$ cat config.mk
export PLATFORM = sky130hd
export DESIGN_NAME = phy_reg_sequencer
export DESIGN_NICKNAME = d
export VERILOG_FILES = /design/src/rtl/physeq_pkg.sv /design/src/rtl/physeq_poll_timer.sv /design/src/rtl/physeq_ctrl_fsm.sv /design/src/rtl/physeq_rdata_cap.sv /design/src/rtl/phy_reg_sequencer.sv
export SDC_FILE = /design/constraint.sdc
export NUM_CORES = 1
export LEC_CHECK = 0
export ABC_CLOCK_PERIOD_IN_PS = 7000
export BUFFER_PORTS_ARGS = -buffer_cell sky130_fd_sc_hd__buf_2
export CAP_MARGIN = 5
export CORE_MARGIN = 3
export CORE_UTILIZATION = 43
export CTS_CLUSTER_SIZE = 24
export DETAILED_ROUTE_END_ITERATION = 6
export GPL_ROUTABILITY_DRIVEN = 1
export PLACE_DENSITY = 0.77
export SLEW_MARGIN = 15
export SYNTH_ARGS = -nofsm -noshare
export SYNTH_HDL_FRONTEND = slang
export SYNTH_SLANG_ARGS = --single-unit
export TNS_END_PERCENT = 10
$ cat constraint.sdc
create_clock -name clk -period 7 [get_ports clk]
set_input_delay 1.05 -clock clk [delete_from_list [all_inputs] [get_ports clk]]
set_output_delay 1.05 -clock clk [all_outputs]
set_load 0.05 [all_outputs]
$ cat src/rtl/physeq_pkg.sv
// Shared definitions for the PHY register access sequencer.
// Assumes a 16-bit PHY register space; the control/status field positions
// follow from the data width because the PHY decodes them there.
package physeq_pkg;

    localparam int DATA_W       = 16;
    localparam int CAP_ADDR_BIT = DATA_W;
    localparam int CAP_DATA_BIT = DATA_W + 1;
    localparam int WR_BIT       = DATA_W + 2;
    localparam int RD_BIT       = DATA_W + 3;
    localparam int CTRL_W       = DATA_W + 4;
    localparam int ACK_BIT      = DATA_W;
    localparam int STAT_W       = DATA_W + 1;

    typedef enum logic [3:0] {
        ST_IDLE,
        ST_ADDR_SETUP,
        ST_ADDR_CAP,
        ST_ADDR_REL,
        ST_DATA_SETUP,
        ST_DATA_CAP,
        ST_DATA_REL,
        ST_WR_STB,
        ST_WR_REL,
        ST_RD_STB,
        ST_RD_REL,
        ST_DONE,
        ST_FAIL
    } seq_state_e;

    typedef struct packed {
        logic              is_write;
        logic [DATA_W-1:0] addr;
        logic [DATA_W-1:0] wdata;
    } seq_req_t;

    // True for states that poll the acknowledge bit.
    function automatic logic is_wait_state(seq_state_e s);
        return (s == ST_ADDR_CAP) || (s == ST_ADDR_REL) ||
               (s == ST_DATA_CAP) || (s == ST_DATA_REL) ||
               (s == ST_WR_STB)   || (s == ST_WR_REL)   ||
               (s == ST_RD_STB)   || (s == ST_RD_REL);
    endfunction

    // Acknowledge level awaited in a wait state: high after a strobe, low after release.
    function automatic logic wait_level(seq_state_e s);
        return (s == ST_ADDR_CAP) || (s == ST_DATA_CAP) ||
               (s == ST_WR_STB)   || (s == ST_RD_STB);
    endfunction

endpackage

$ cat src/rtl/physeq_poll_timer.sv
// Poll pacing for one acknowledge wait.
// Produces a sample strobe on the first cycle of a wait and then every
// POLL_GAP cycles, and flags when the current sample is the last allowed.
// Assumes the sequencer pulses restart_i whenever it changes state.
module physeq_poll_timer #(
    parameter int POLL_GAP  = 250,
    parameter int MAX_POLLS = 10
) (
    input  logic clk,
    input  logic rst_n,
    input  logic restart_i,
    input  logic active_i,
    output logic sample_o,
    output logic last_o
);
    localparam int GAP_W = (POLL_GAP > 1) ? $clog2(POLL_GAP) : 1;
    localparam int CNT_W = $clog2(MAX_POLLS + 1);
    localparam logic [GAP_W-1:0] GAP_RELOAD = GAP_W'(POLL_GAP - 1);
    localparam logic [CNT_W-1:0] LAST_POLL  = CNT_W'(MAX_POLLS - 1);

    logic [GAP_W-1:0] gap_q;
    logic [CNT_W-1:0] polls_q;

    // Gap down-counter and sample counter, cleared at every wait entry.
    always_ff @(posedge clk) begin
        if (!rst_n || restart_i) begin
            gap_q   <= '0;
            polls_q <= '0;
        end else if (active_i) begin
            if (gap_q == '0) begin
                gap_q <= GAP_RELOAD;
                if (polls_q != LAST_POLL) begin
                    polls_q <= polls_q + 1'b1;
                end
            end else begin
                gap_q <= gap_q - 1'b1;
            end
        end
    end

    assign sample_o = active_i && (gap_q == '0);
    assign last_o   = (polls_q == LAST_POLL);

endmodule

$ cat src/rtl/physeq_ctrl_fsm.sv
// Handshake state machine of the sequencer.
// Walks the address phase, then either the data and write-strobe phases or
// the read-strobe phase, and decodes the PHY control word from its state.
// Assumes ack_i is already synchronous to clk.
module physeq_ctrl_fsm
    import physeq_pkg::*;
(
    input  logic              clk,
    input  logic              rst_n,
    input  logic              req_valid_i,
    input  logic              req_write_i,
    input  logic [DATA_W-1:0] req_addr_i,
    input  logic [DATA_W-1:0] req_wdata_i,
    input  logic              ack_i,
    input  logic              sample_i,
    input  logic              last_i,
    output logic              restart_o,
    output logic              in_wait_o,
    output logic              rd_capture_o,
    output logic [CTRL_W-1:0] ctrl_o,
    output logic              busy_o,
    output logic              done_o,
    output logic              timeout_o
);
    seq_state_e state_q, state_d;
    seq_req_t   req_q;
    logic       hit;
    logic       give_up;

    // Sample outcome for the current wait.
    always_comb begin
        hit     = sample_i && (ack_i == wait_level(state_q));
        give_up = sample_i && (ack_i != wait_level(state_q)) && last_i;
    end

    // Next-state selection.
    always_comb begin
        state_d = state_q;
        unique case (state_q)
            ST_IDLE:       if (req_valid_i) state_d = ST_ADDR_SETUP;
            ST_ADDR_SETUP: state_d = ST_ADDR_CAP;
            ST_DATA_SETUP: state_d = ST_DATA_CAP;
            ST_ADDR_CAP:   if (hit) state_d = ST_ADDR_REL;
                           else if (give_up) state_d = ST_FAIL;
            ST_ADDR_REL:   if (hit) state_d = req_q.is_write ? ST_DATA_SETUP : ST_RD_STB;
                           else if (give_up) state_d = ST_FAIL;
            ST_DATA_CAP:   if (hit) state_d = ST_DATA_REL;
                           else if (give_up) state_d = ST_FAIL;
            ST_DATA_REL:   if (hit) state_d = ST_WR_STB;
                           else if (give_up) state_d = ST_FAIL;
            ST_WR_STB:     if (hit) state_d = ST_WR_REL;
                           else if (give_up) state_d = ST_FAIL;
            ST_WR_REL:     if (hit) state_d = ST_DONE;
                           else if (give_up) state_d = ST_FAIL;
            ST_RD_STB:     if (hit) state_d = ST_RD_REL;
                           else if (give_up) state_d = ST_FAIL;
            ST_RD_REL:     if (hit) state_d = ST_DONE;
                           else if (give_up) state_d = ST_FAIL;
            ST_DONE:       state_d = ST_IDLE;
            ST_FAIL:       state_d = ST_IDLE;
            default:       state_d = ST_IDLE;
        endcase
    end

    // State register.
    always_ff @(posedge clk) begin
        if (!rst_n) begin
            state_q <= ST_IDLE;
        end else begin
            state_q <= state_d;
        end
    end

    // Request latch, loaded only on acceptance in idle.
    always_ff @(posedge clk) begin
        if (!rst_n) begin
            req_q <= '0;
        end else if ((state_q == ST_IDLE) && req_valid_i) begin
            req_q.is_write <= req_write_i;
            req_q.addr     <= req_addr_i;
            req_q.wdata    <= req_wdata_i;
        end
    end

    // Control word decode per state.
    always_comb begin
        ctrl_o = '0;
        unique case (state_q)
            ST_ADDR_SETUP, ST_ADDR_REL: ctrl_o[DATA_W-1:0] = req_q.addr;
            ST_ADDR_CAP: begin
                ctrl_o[DATA_W-1:0]   = req_q.addr;
                ctrl_o[CAP_ADDR_BIT] = 1'b1;
            end
            ST_DATA_SETUP, ST_DATA_REL, ST_WR_REL: ctrl_o[DATA_W-1:0] = req_q.wdata;
            ST_DATA_CAP: begin
                ctrl_o[DATA_W-1:0]   = req_q.wdata;
                ctrl_o[CAP_DATA_BIT] = 1'b1;
            end
            ST_WR_STB: ctrl_o[WR_BIT] = 1'b1;
            ST_RD_STB: ctrl_o[RD_BIT] = 1'b1;
            default:   ctrl_o = '0;
        endcase
    end

    // Status and timer handshake outputs.
    always_comb begin
        restart_o    = (state_d != state_q);
        in_wait_o    = is_wait_state(state_q);
        rd_capture_o = (state_q == ST_RD_STB) && hit;
        busy_o       = (state_q != ST_IDLE);
        done_o       = (state_q == ST_DONE);
        timeout_o    = (state_q == ST_FAIL);
    end

endmodule

$ cat src/rtl/physeq_rdata_cap.sv
// Read data holding register.
// Loads the status data field when the sequencer flags an acknowledged
// read strobe and holds it otherwise.
module physeq_rdata_cap
    import physeq_pkg::*;
(
    input  logic              clk,
    input  logic              rst_n,
    input  logic              capture_i,
    input  logic [DATA_W-1:0] stat_data_i,
    output logic [DATA_W-1:0] rdata_o
);
    // Capture register.
    always_ff @(posedge clk) begin
        if (!rst_n) begin
            rdata_o <= '0;
        end else if (capture_i) begin
            rdata_o <= stat_data_i;
        end
    end

endmodule

$ cat src/rtl/phy_reg_sequencer.sv
// Top level of the PHY register access sequencer.
// Accepts one read or write at a time and runs the four-phase acknowledge
// handshakes against the PHY control and status words.
// Assumes phy_stat is synchronous to clk.
module phy_reg_sequencer
    import physeq_pkg::*;
#(
    parameter int POLL_GAP  = 250,
    parameter int MAX_POLLS = 10
) (
    input  logic              clk,
    input  logic              rst_n,
    input  logic              req_valid,
    input  logic              req_write,
    input  logic [DATA_W-1:0] req_addr,
    input  logic [DATA_W-1:0] req_wdata,
    output logic              busy,
    output logic              done,
    output logic              timeout,
    output logic [DATA_W-1:0] rdata,
    output logic [CTRL_W-1:0] phy_ctrl,
    input  logic [STAT_W-1:0] phy_stat
);
    logic restart;
    logic in_wait;
    logic sample;
    logic last;
    logic rd_capture;

    physeq_poll_timer #(
        .POLL_GAP  (POLL_GAP),
        .MAX_POLLS (MAX_POLLS)
    ) u_timer (
        .clk       (clk),
        .rst_n     (rst_n),
        .restart_i (restart),
        .active_i  (in_wait),
        .sample_o  (sample),
        .last_o    (last)
    );

    physeq_ctrl_fsm u_fsm (
        .clk          (clk),
        .rst_n        (rst_n),
        .req_valid_i  (req_valid),
        .req_write_i  (req_write),
        .req_addr_i   (req_addr),
        .req_wdata_i  (req_wdata),
        .ack_i        (phy_stat[ACK_BIT]),
        .sample_i     (sample),
        .last_i       (last),
        .restart_o    (restart),
        .in_wait_o    (in_wait),
        .rd_capture_o (rd_capture),
        .ctrl_o       (phy_ctrl),
        .busy_o       (busy),
        .done_o       (done),
        .timeout_o    (timeout)
    );

    physeq_rdata_cap u_rdata (
        .clk         (clk),
        .rst_n       (rst_n),
        .capture_i   (rd_capture),
        .stat_data_i (phy_stat[DATA_W-1:0]),
        .rdata_o     (rdata)
    );

endmodule

==> results.md <==
* Final Cycle Share at 54.8%
* Synth Warn # at 0
* # resized after CTS at 0
* First-pass GRT wire length at 14.2 mm
* DR WL/cell at 14.3 µm
* Synth-to-layout area growth at 19.2%
* Grt total ovfl at 0
* # rows at 31
* Final Max Slew Viols at 0
* Final #Nets at 546
* HPWL Detailed at 5.97 mm
* Synth top area share at 38.9%
* Iteration count of the initial detailed-routing pass at 4
* R2r worst-path depth at 6
* Final total power at 1.05 mW
* Area occupied by multi-input gates at 1910 µm²
* Clk_lat worst skew at 340 ps
* Yosys reg bits at 65
* Sequential Area at 1300 µm²
* Reg clk slew, reported paths at 60 ps
* Top cells by area, synth: dfxtp_1 (39%), nand2_1 (13%), a21boi_0 (11%)
* # hold bufs at CTS at 0
* Fill count at 704
* Routed Wire Length at 8.45 mm
* DR iter-0 viols at 238
* RSZ-0062 raised after global routing: false
* Peak Freq at 0.261 GHz
* Dpl cells at 578
* Core box area at 7410 µm²
* Die X at 94.2 µm
* Top cell family by delay on the critical path: simple AND/OR/NAND/NOR gates
* Req. time, crit path at 5950 ps
* Worst r2r dst: u_timer.gap_q[5]$_SDFFE_PP0P_
* Clock Skew at 7.80 ps
* Initial core utilization at 45.2%
* PwrDens at 263 nW/µm²
* Deepest clock path buffer count at 2
* WS Path Type: reg2out
* Reg-to-reg slack, setup at 4110 ps
* Synthesized area per cell at 8.04 µm²
* Tot GR Track Use at 20.0%
* Slowest-stage cell, CP: nor3_2
* Non-Filler Instances at 592
* Worst path cell trace: nor2_1 > nor3_2 > a22o_1 > buf_2
* Drt drc at 0
* Hold_ws at 453 ps
* CTS tree: yes
* Prevailing post-synth register cell: dfxtp_1
* Share of cells above drive strength 1 at 25.6%
* Post-synthesis async set-or-reset flop share at 0%
* Worst Path Buf+Inv at 1
* Library cells used by synthesis at 57
* Worst slew margin at 29.4%
* H-tree levels at 3
* Worst min-delay path category: reg2reg
* Pin count of the biggest net entering global routing at 56
* Initial antenna violation count at 0
* Hold path startpoint: u_rdata.rdata_o[13]$_SDFFE_PN0P_
* Die Y at 94.2 µm
* CTS Buf Count at 9
* Worst Hold Depth at 2
* IO Pins at 92
* Root buffer cell: clkbuf_8
* Syn nets at 472
* Setup violators final at 0
* Die area at 8880 µm²
* Critical Path Start Type: register
* Post-synth top area cell: dfxtp_1
* CTS sink count at 65
* Pleak at 1.63 nW
* RR Startpoint: u_fsm.state_q[3]$_SDFF_PN0_
* Ant diodes at 0
* Fin util at 53.8%
* Seq/Total Area, Yosys at 38.9%
* Worst Max-Slew Pin Slew at 1050 ps
* Status: finished clean
* Critical Path End Type: primary output
* Min cycle time layout at 3840 ps
* Final hold vios at 0
* Synthesized area at 3350 µm²
* Synth top cells by count: nand2_1 (116), dfxtp_1 (65), a21boi_0 (48), clkbuf_1 (19), nor2_1 (17)
* Most common cell in the netlist: nand2_1
* Worst Hold Endpoint: u_rdata.rdata_o[13]$_SDFFE_PN0P_
* Via count at 3252
* Antenna-violating nets left at 0
* Worst vdd ir at 0.157 mV
* Input/output buffers at 91
* Synth Instances at 416
* Crit path largest cell delay at 850 ps
* Placer congestion estimate at 0.920
* Number of global-route vias before repair at 3127
* CP max FO at 21
* Worst Path Arrival at 2790 ps
* Final setup TNS at 0 ps
* DR vias/cell at 5.49
* MaxCap Viol Count at 0
* EDFF count, synth at 0
* Post-CTS setup buffers at 0
-- sequential cells by signal (all words and copies together), names as in the netlist --
register         cells
u_fsm.req_q         33
u_rdata.rdata_o     16
u_timer.gap_q        8
u_fsm.state_q        4
u_timer.polls_q      4
-- logic make-up (layout without fill, tap and decap cells) --
logic type | Yosys count | after routing | synth area share [%]
buffers and inverters | 35 | 112 | 4.56
xor gates and xnor gates | 8 | 8 | 2.09
muxes | 2 | 2 | 0.636
adders and majority gates | 3 | 3 | 1.12
and+or+nand+nor | 189 | 189 | 26.8
AOI/OAI and AO/OA | 114 | 114 | 25.9
DFF | 65 | 65 | 38.9
-- cell type report --
| cell class | count | area share, % |
|---|---|---|
| clock buffer | 11 | 3.80 |
| clock inverter | 3 | 0.439 |
| inverter | 6 | 0.565 |
| multi-input combinational | 316 | 47.9 |
| sequential | 65 | 32.6 |
| tap | 99 | 3.11 |
| timing repair buffer | 92 | 11.6 |
-- power breakdown --
part	total [mW]	switching, mW	internal, mW	leakage, nW
clock	0.280	0.137	0.143	0.0871
sequential	0.438	0.0347	0.403	0.530
combinational	0.331	0.218	0.113	1.01
-- routing by layer --
| layer | vias up | global-route usage (%) | wire, µm |
|---|---|---|---|
| met4 | 0 | 6.62 | 93 |
| met3 | 10 | 8.73 | 876 |
| li1 | 1608 | - | - |
| met1 | 1517 | 24.3 | 3570 |
| met2 | 117 | 31.7 | 3900 |
| met5 | - | 0 | 0 |
-- tightest hold or removal path, stage by stage (launching register included) --
cell and delay, ps:
dfxtp_1 310, nand2_1 50, a21boi_1 50
-- layout by cell type, fill, tap and decap left out, drive strengths merged, types with 2 or more instances in the layout --
cell type / instances
ha: 3
and3b: 2
nand4b: 2
xnor2: 4
nor4: 7
o21ai: 10
buf: 92
nor2b: 2
nand2b: 7
a41oi: 2
clkbuf: 11
o21a: 2
o22ai: 4
or4: 3
a21oi: 12
nand3: 8
or3: 2
and3: 2
nor3: 13
xor2: 4
a211oi: 2
a22o: 16
nand4: 3
inv: 5
a2111oi: 2
nor2: 17
o211ai: 4
a31oi: 2
dfxtp: 65
nand2: 116
a21boi: 49
clkinv: 3
-- how the worst max path moves through the flow --
| stage | start | endpoint | cells past startpoint |
|---|---|---|---|
| finish | u_fsm.state_q[1]$_SDFF_PN0_ | phy_ctrl[9] | 4 |
| detailed placement | u_fsm.state_q[2]$_SDFF_PN0_ | phy_ctrl[0] | 4 |
| global placement | u_fsm.state_q[2]$_SDFF_PN0_ | phy_ctrl[11] | 4 |
| CTS | u_fsm.state_q[2]$_SDFF_PN0_ | phy_ctrl[9] | 4 |
| floorplan | u_fsm.state_q[2]$_SDFF_PN0_ | timeout | 4 |
| global route | u_fsm.state_q[3]$_SDFF_PN0_ | phy_ctrl[2] | 5 |
-- metrics by stage --
stage	setup slack, ps	cell area, µm²
after floorplan	3790	3350
after global placement	3420	3810
after detailed placement	3260	3810
after CTS	2880	3980
after global routing	3000	3990
final	3160	3990
(Power assumes the default switching activity.)
